$ cat config.mk
export PLATFORM = sky130hd
export DESIGN_NAME = pcirq_port
export DESIGN_NICKNAME = d
export VERILOG_FILES = /design/src/rtl/pcirq_pkg.sv /design/src/rtl/pcirq_rst_sync.sv /design/src/rtl/pcirq_pin_sync.sv /design/src/rtl/pcirq_flag_bank.sv /design/src/rtl/pcirq_port.sv
export SDC_FILE = /design/constraint.sdc
export NUM_CORES = 1
export LEC_CHECK = 0
export CAP_MARGIN = 10
export CORE_MARGIN = 3
export CORE_UTILIZATION = 48
export DETAILED_ROUTE_END_ITERATION = 7
export GPL_ROUTABILITY_DRIVEN = 0
export GPL_TIMING_DRIVEN = 0
export PLACE_DENSITY = 0.83
export SETUP_SLACK_MARGIN = 0.2
export SLEW_MARGIN = 20
export SYNTH_ARGS = -nofsm -noshare
export SYNTH_HDL_FRONTEND = slang
export SYNTH_HIERARCHICAL = 1
export SYNTH_SLANG_ARGS = --single-unit
$ cat constraint.sdc
create_clock -name clk_i -period 1.5 [get_ports clk_i]
set_clock_uncertainty 0.05 [all_clocks]
set_input_delay 0.225 -clock clk_i [delete_from_list [all_inputs] [get_ports clk_i]]
set_output_delay 0.225 -clock clk_i [all_outputs]
set_load 0.02 [all_outputs]
$ cat src/rtl/pcirq_pkg.sv
`timescale 1ns/1ps
package pcirq_pkg;
  localparam int unsigned REG_ADDR_W = 2;

  typedef enum logic [REG_ADDR_W-1:0] {
    REG_ENABLE   = 2'd0,
    REG_POLARITY = 2'd1,
    REG_FLAGS    = 2'd2,
    REG_SPARE    = 2'd3
  } reg_sel_e;
endpackage

$ cat src/rtl/pcirq_rst_sync.sv
`timescale 1ns/1ps
// Reset asserts at once and is released on the clock.
module pcirq_rst_sync #(
  parameter int unsigned STAGES = 2
) (
  input  logic clk_i,
  input  logic rst_ni,
  output logic rst_no
);
  logic [STAGES-1:0] shift_q;
  logic [STAGES-1:0] shift_d;

  always_comb begin
    shift_d = {shift_q[STAGES-2:0], 1'b1};
  end

  always_ff @(posedge clk_i or negedge rst_ni) begin
    if (!rst_ni) begin
      shift_q <= '0;
    end else begin
      shift_q <= shift_d;
    end
  end

  assign rst_no = shift_q[STAGES-1];
endmodule

$ cat src/rtl/pcirq_pin_sync.sv
`timescale 1ns/1ps
// Per-pin synchronizer chain, a history sample, and the raw edge vectors.
module pcirq_pin_sync #(
  parameter int unsigned N_PINS      = 8,
  parameter int unsigned SYNC_STAGES = 2
) (
  input  logic              clk_i,
  input  logic              rst_ni,
  input  logic [N_PINS-1:0] pin_i,
  output logic [N_PINS-1:0] rise_o,
  output logic [N_PINS-1:0] fall_o
);
  localparam int unsigned ARM_W = SYNC_STAGES + 1;

  logic [N_PINS-1:0] level;
  logic [N_PINS-1:0] prev_q;
  logic [N_PINS-1:0] prev_d;
  logic [ARM_W-1:0]  arm_q;
  logic [ARM_W-1:0]  arm_d;
  logic              armed;

  for (genvar p = 0; p < N_PINS; p++) begin : g_pin
    logic [SYNC_STAGES-1:0] chain_q;
    logic [SYNC_STAGES-1:0] chain_d;

    always_comb begin
      chain_d = {chain_q[SYNC_STAGES-2:0], pin_i[p]};
    end

    always_ff @(posedge clk_i or negedge rst_ni) begin
      if (!rst_ni) begin
        chain_q <= '0;
      end else begin
        chain_q <= chain_d;
      end
    end

    assign level[p] = chain_q[SYNC_STAGES-1];
  end

  // Edges count only once the history flop holds a real pin sample.
  always_comb begin
    prev_d = level;
    arm_d  = {arm_q[ARM_W-2:0], 1'b1};
  end

  always_ff @(posedge clk_i or negedge rst_ni) begin
    if (!rst_ni) begin
      prev_q <= '0;
      arm_q  <= '0;
    end else begin
      prev_q <= prev_d;
      arm_q  <= arm_d;
    end
  end

  assign armed  = arm_q[ARM_W-1];
  assign rise_o = armed ? (level & ~prev_q) : '0;
  assign fall_o = armed ? (~level & prev_q) : '0;
endmodule

$ cat src/rtl/pcirq_flag_bank.sv
`timescale 1ns/1ps
// Enable, polarity and flag registers plus the combined request.
module pcirq_flag_bank
  import pcirq_pkg::*;
#(
  parameter int unsigned N_PINS = 8
) (
  input  logic                  clk_i,
  input  logic                  rst_ni,
  input  logic                  wr_en_i,
  input  logic [REG_ADDR_W-1:0] addr_i,
  input  logic [N_PINS-1:0]     wdata_i,
  input  logic [N_PINS-1:0]     rise_i,
  input  logic [N_PINS-1:0]     fall_i,
  output logic [N_PINS-1:0]     en_o,
  output logic [N_PINS-1:0]     pol_o,
  output logic [N_PINS-1:0]     flag_o,
  output logic [N_PINS-1:0]     hit_o,
  output logic                  irq_o
);
  logic [N_PINS-1:0] en_q,   en_d;
  logic [N_PINS-1:0] pol_q,  pol_d;
  logic [N_PINS-1:0] flag_q, flag_d;
  logic [N_PINS-1:0] hit;
  logic              en_ld, pol_ld, flag_ld;

  always_comb begin
    en_ld   = wr_en_i && (addr_i == REG_ENABLE);
    pol_ld  = wr_en_i && (addr_i == REG_POLARITY);
    flag_ld = wr_en_i && (addr_i == REG_FLAGS);
  end

  // Polarity 1 picks falling transitions, 0 picks rising ones.
  always_comb begin
    hit = (pol_q & fall_i) | (~pol_q & rise_i);
  end

  // A detected transition outranks a software write to the same bit.
  always_comb begin
    en_d   = en_ld  ? wdata_i : en_q;
    pol_d  = pol_ld ? wdata_i : pol_q;
    flag_d = (flag_ld ? wdata_i : flag_q) | hit;
  end

  always_ff @(posedge clk_i or negedge rst_ni) begin
    if (!rst_ni) begin
      en_q   <= '0;
      pol_q  <= '0;
      flag_q <= '0;
    end else begin
      en_q   <= en_d;
      pol_q  <= pol_d;
      flag_q <= flag_d;
    end
  end

  assign en_o   = en_q;
  assign pol_o  = pol_q;
  assign flag_o = flag_q;
  assign hit_o  = hit;
  assign irq_o  = |(flag_q & en_q);
endmodule

$ cat src/rtl/pcirq_port.sv
`timescale 1ns/1ps
module pcirq_port
  import pcirq_pkg::*;
#(
  parameter int unsigned N_PINS      = 8,
  parameter int unsigned SYNC_STAGES = 2,
  parameter int unsigned RST_STAGES  = 2
) (
  input  logic                  clk_i,
  input  logic                  rst_ni,
  input  logic [N_PINS-1:0]     pin_i,
  input  logic                  wr_en_i,
  input  logic [REG_ADDR_W-1:0] addr_i,
  input  logic [N_PINS-1:0]     wdata_i,
  output logic [N_PINS-1:0]     rdata_o,
  output logic                  irq_o
);
  logic              rst_n_int;
  logic [N_PINS-1:0] rise;
  logic [N_PINS-1:0] fall;
  logic [N_PINS-1:0] en_q;
  logic [N_PINS-1:0] pol_q;
  logic [N_PINS-1:0] flag_q;
  logic [N_PINS-1:0] hit;

  pcirq_rst_sync #(.STAGES(RST_STAGES)) u_rst_sync (
    .clk_i  (clk_i),
    .rst_ni (rst_ni),
    .rst_no (rst_n_int)
  );

  pcirq_pin_sync #(.N_PINS(N_PINS), .SYNC_STAGES(SYNC_STAGES)) u_pin_sync (
    .clk_i  (clk_i),
    .rst_ni (rst_n_int),
    .pin_i  (pin_i),
    .rise_o (rise),
    .fall_o (fall)
  );

  pcirq_flag_bank #(.N_PINS(N_PINS)) u_flag_bank (
    .clk_i   (clk_i),
    .rst_ni  (rst_n_int),
    .wr_en_i (wr_en_i),
    .addr_i  (addr_i),
    .wdata_i (wdata_i),
    .rise_i  (rise),
    .fall_i  (fall),
    .en_o    (en_q),
    .pol_o   (pol_q),
    .flag_o  (flag_q),
    .hit_o   (hit),
    .irq_o   (irq_o)
  );

  always_comb begin
    unique case (reg_sel_e'(addr_i))
      REG_ENABLE:   rdata_o = en_q;
      REG_POLARITY: rdata_o = pol_q;
      REG_FLAGS:    rdata_o = flag_q;
      default:      rdata_o = '0;
    endcase
  end
endmodule

==> Yosys cells after proc, flatten, opt, wreduce, memory -nomap -nowiden <==
Cells that the tools add are included.
Widths: inputs -> output; s select.
{ "totals": {"regBits": 53, "inputBits": 21, "output_inout_bits": 9, "wordCells": 35} }
{ "op_classes": {"n_eq_ne": 2, "mux": 4, "bitwise": 10, "reduce_logical": 5} }
{ "ops": {"columns": ["cell", "count"], "rows": [
  ["$and 8x8->8", 5],
  ["$mux 8", 3],
  ["$not 8->8", 3],
  ["$pmux 8 s3", 1],
  ["$or 8x8->8", 2],
  ["$reduce_or 8->1", 1],
  ["$logic_and 1x1->1", 3],
  ["$eq 2x1->1 const B", 1],
  ["$eq 2x2->1 const B", 1],
  ["$logic_not 2->1", 1]
]} }

==> Depth between registers and ports, before layout <==
{ "depth": {"ltp_word": 6, "depth_mapped": 4} }

==> Modules after synthesis <==
The synthesis kept the hierarchy.
{ "by_module_without_submodules": {"columns": ["mod", "n_inst", "cells_each", "area_per_inst_um2", "seq_area_each_um2"], "rows": [
  ["pcirq_flag_bank", 1, 75, 1139.8, 600.6],
  ["pcirq_pin_sync", 1, 45, 838.3, 675.6],
  ["pcirq_port", 1, 20, 197.7, 0.0],
  ["pcirq_rst_sync", 1, 3, 53.8, 50.0]
]} }

==> Worst setup path before layout <==
No wires, ideal clock.
{ "synth_timing": {"path_type": "reg-to-reg", "from": "register u_pin_sync.arm_q[2]", "to": "register u_flag_bank.flag_q[3], in the netlist u_flag_bank/flag_o[3]", "setup_ns": 0.124, "arrival_ns": 1.187, "t_required_ns": 1.326, "path_slack_ns": 0.139, "path_stages_with_launch": 5, "cell_sequence": "dfrtp_1 > buf_6 > and3b_1 > mux2_2 > a211o_1"} }
{ "synth_between": {"elab_chain_len": 4, "elab_cells_between_ends": 6, "cone_classes": "mux (2); bitwise (4)"} }
{ "synth_rtl": {"columns": ["element", "line_no", "source"], "rows": [
  ["start: declaration", "pcirq_pin_sync.sv:18", "logic [ARM_W-1:0] arm_q;"],
  ["start signal: assignment", "pcirq_pin_sync.sv:53", "arm_q <= arm_d;"],
  ["$mux 8", "pcirq_pin_sync.sv:59", "assign fall_o = armed ? (~level & prev_q) : '0;"],
  ["named net fall[3]", "pcirq_port.sv:20", "logic [N_PINS-1:0] fall;"],
  ["$and 8x8->8", "pcirq_flag_bank.sv:35", "hit = (pol_q & fall_i) | (~pol_q & rise_i);"],
  ["$or 8x8->8", "pcirq_flag_bank.sv:35", null],
  ["named net hit[3]", "pcirq_port.sv:24", "logic [N_PINS-1:0] hit;"],
  ["$or 8x8->8", "pcirq_flag_bank.sv:42", "flag_d = (flag_ld ? wdata_i : flag_q) | hit;"],
  ["named net u_flag_bank.flag_d[3]", "pcirq_flag_bank.sv:23", "logic [N_PINS-1:0] flag_q, flag_d;"],
  ["end signal: assignment", "pcirq_flag_bank.sv:53", "flag_q <= flag_d;"],
  ["end: declaration", "pcirq_flag_bank.sv:23", null]
]} }
The timed path passes the listed nets, and every way through them passes these cells.
A chain may end at the register's enable or synchronous reset.

==> Worst setup path in the final report <==
{ "layout_timing": {"from": "register u_flag_bank.flag_q[2], in the netlist u_flag_bank/flag_o[2]", "to": "output port irq_o"} }
{ "layout_between": {"elab_chain_len": 2} }
{ "layout_rtl": {"columns": ["element", "line_no", "source"], "rows": [
  ["$and 8x8->8", "pcirq_flag_bank.sv:61", "assign irq_o = |(flag_q & en_q);"],
  ["$reduce_or 8->1", "pcirq_flag_bank.sv:61", null],
  ["end: declaration", "pcirq_port.sv:16", "output logic irq_o"]
]} }
Every way passes these cells.

==> Flow_metrics.wiki <==
{| class="wikitable"
! Metric !! Value
|-
| Overall fraction of global-route tracks in use || 0.189
|-
| Placement Rows || 24
|-
| DIE WIDTH || around 74 microns
|-
| Result of the run || finished, violations left
|-
| WP data required || between 1 and 1.5 ns
|-
| Final critical-path required period || between 1.5 and 2 ns
|-
| Buffers plus inverters on the worst setup path || 1
|-
| Mean routed wirelength per cell || between 15 and 20 microns
|-
| Leading register cell type out of synthesis || dfrtp_1
|-
| Arr. time, crit path || ~1.2 ns
|-
| Pre-CTS setup slack || -0.830 ns
|-
| Vias/cell || approximately 5.7
|-
| Number of max-cap violations || 0
|-
| Crit path max-delay cell type || dfrtp_1
|-
| Number of flops mapped to enable cells by yosys || 0
|-
| Relative slew slack || 0.572
|-
| Die area || around 0.0055 sq mm
|-
| Vias in the first global route || ~1500
|-
| First-pass GRT wire length || approximately 7600 microns
|-
| Yosys reg bits || 53
|-
| Largest incremental delay on the critical path || between 0.4 and 0.5 ns
|-
| Cell Chain, Critical Path || a22oi_2, nand4_1, buf_2
|-
| Number of antenna-violating nets in the routed design || 0
|-
| Pleak || between 1 and 1.5 nW
|-
| Critical path depth || 3
|-
| Number of port buffers || 29
|-
| Ranking of synthesized cells by instance count || dfrtp_1, mux2_2, and3b_1
|-
| Chip height || 74.2 microns
|-
| Final worst path period share || 1.00
|-
| Top cell family by delay on the critical path || flip-flops
|-
| Inst Count DP || ~220
|-
| Number of antenna violations at the first check in global routing || 0
|-
| Clock buffer count from CTS || 5
|-
| HPWL after detailed placement || 3010 microns
|-
| Dominant cell by count in the synthesized netlist || dfrtp_1
|-
| Post-route non-filler standard cell count || between 200 and 250
|-
| Placed instance area || 0.00259 sq mm
|-
| Worst-skew pair later-pin latency || approximately 0.30 ns
|-
| Endpoints failing hold || 0
|-
| Critical Path Fanout Max || 3
|-
| Setup crit start kind || register
|-
| RSZ-0062 raised after global routing || true
|-
| Final nets || approximately 210
|-
| Power density over the cells || about 1100 mW/mm^2
|-
| Number of warning messages in the yosys log || 6
|-
| Bufs on Longest Clock Path || 2
|-
| Syn Nets || about 160
|-
| Layout filler cell count || 341
|-
| Design Power || about 3.1 mW
|-
| Syn Inst Count || about 140
|-
| Hold_ws || ~0.024 ns
|-
| Fraction of layout cells with a size suffix above 1 || 0.373
|-
| Final slew viol count || 0
|-
| Reg2Reg Depth || 4
|-
| Category of the critical setup timing path || reg2out
|-
| Synth cell types || 17
|-
| Buffer type at the clock tree root || clkbuf_8
|-
| CTS tree || done
|-
| Class of the worst hold path || in2async
|-
| Overall routed net length || 4530 microns
|-
| Total setup violations reported at the end of the flow || 1
|-
| Via count || around 1400
|-
| Final worst setup slack || -0.000157 ns
|-
| Final instance area || around 0.0028 sq mm
|-
| Summed instance area of the synthesized netlist || 0.00223 sq mm
|-
| Number of sinks on the clock net || 53
|-
| Maximum level of the CTS H-tree || 2
|-
| Post-route DRC || 0
|-
| Initial DRC count || a little under 80
|-
| Async SR Flop Fraction || 1.00
|-
| Antenna fix cells || 0
|-
| Post-synth top area cell || dfrtp_1
|-
| Maximum frequency from static timing analysis || ~670 MHz
|-
| Hold_buf cts || 0
|-
| Endpoint type of the worst setup path || output port
|-
| Slew of the pin with the lowest slew margin || 0.643 ns
|-
| Worst IR drop on VDD || 0.000670 V
|-
| Largest net degree at the start of global routing || 52
|-
| Clock slew seen by the registers of the worst setup and hold paths || roughly 0.080 ns
|-
| Sequential fraction of the synthesis area || 0.595
|-
| Violations in the final reports || setup timing
|-
| Reg-to-reg setup timing slack || approximately 0.030 ns
|-
| Per-instance average area after synthesis || 15.6 sq um
|-
| Cells taking the most area after synthesis || dfrtp_1, mux2_2, and3b_1, and4b_1, mux2i_1
|-
| Post-synthesis to final-layout area growth || 23.5%
|-
| Top-level I/O count || 30
|-
| Top-area cell type share of the netlist area || 0.595
|-
| Initial core utilization || 0.505
|-
| Overflow left after global routing || 0
|-
| TritonRoute pass-1 iters || 4
|-
| Area of the core || between 0.004 and 0.005 sq mm
|}
## worst reg2reg max path: stages (launching register included)
cell and delay, ns:
dfrtp_2 0.48, buf_6 0.17, and3b_1 0.17, mux2_4 0.26, a211o_1 0.23
## power by group
group	switching [mW]	internal (mW)	total [mW]
Clock	0.420	0.377	0.796
Combinational	0.227	0.350	0.577
Sequential	0.172	1.60	1.77
## cells in the final DEF, fill, tap and decap left out
cell type / count
a211o_1: 8
a22oi_1: 1
a22oi_2: 3
and3b_1: 10
and3b_2: 6
and4b_1: 8
buf_12: 1
buf_2: 4
buf_4: 11
buf_6: 7
clkbuf_1: 2
clkbuf_8: 6
clkdlybuf4s50_1: 18
conb_1: 2
dfrtp_1: 51
dfrtp_2: 1
dfrtp_4: 1
mux2_2: 16
mux2_4: 8
mux2i_1: 8
nand3b_4: 2
nand4_1: 1
nor2b_4: 1
nor3b_4: 1
o2bb2ai_1: 7
o2bb2ai_2: 1
## per-layer routing
layer | track usage | vias to the layer above | part of all wire
li1 | - | 617 | -
met1 | 0.239 | 701 | 0.42
met2 | 0.307 | 34 | 0.51
met3 | 0.0514 | 6 | 0.050
met4 | 0.0785 | 0 | 0.018
met5 | 0 | - | 0
## flip-flops by register name, summed over array words and instances (netlist names)
| register | count |
|---|---|
| u_pin_sync/g_pin.chain_q | 16 |
| u_pin_sync/prev_q | 8 |
| u_flag_bank/en_o | 8 |
| u_pin_sync/arm_q | 3 |
| u_flag_bank/pol_o | 8 |
| u_rst_sync/shift_q | 2 |
| u_flag_bank/flag_o | 8 |
## final timing paths
check	from	to
worst max-delay path	u_flag_bank/flag_o[2]	irq_o
worst min-delay path	rst_ni	u_rst_sync/shift_q[1]
worst max register to register	u_pin_sync/arm_q[2]	u_flag_bank/flag_o[0]
worst min register to register	u_pin_sync/g_pin[2].chain_q[0]	u_pin_sync/g_pin[2].chain_q[1]
max in group asynchronous	u_rst_sync/shift_q[1]	u_pin_sync/arm_q[2]
min in group clk_i	pin_i[7]	u_pin_sync/g_pin[7].chain_q[0]
## area by class of cell
cell class / instances / area [sq um] / share of cell area
plain buffers: 7 / 71.3 / 0.0259
clock buffers: 8 / 90.1 / 0.0327
repair buffers: 34 / 310 / 0.113
well taps: 52 / 65.1 / 0.0236
multi-input cells: 83 / 886 / 0.322
flip-flops and latches: 53 / 1330 / 0.483
## cells by family after synthesis
| group | count (synthesis) | synth area share |
|---|---|---|
| AOI/OAI and AO/OA | 20 | 0.0763 |
| DFF | 53 | 0.595 |
| muxes | 32 | 0.157 |
| other | 2 | 0.00337 |
| buffers and inverters | 7 | 0.0309 |
| and+or+nand+nor | 29 | 0.137 |
## per-stage QoR
stage	TNS, ns	util
2_1_floorplan	0	-
3_3_place_gp	-11.16	0.586
3_5_place_dp	-12.26	0.586
4_1_cts	0	0.615
5_1_grt	-0.107	0.624
6_report	-0.000157	0.624
## repair_timing
item,in CTS,in global routing
gates cloned,2,0
resized for setup,60,9
pin swaps,12,3
setup endpoints to repair,33,17
hold endpoints to repair,0,0
setup buffers,3,0
(Power assumes the default switching activity.)
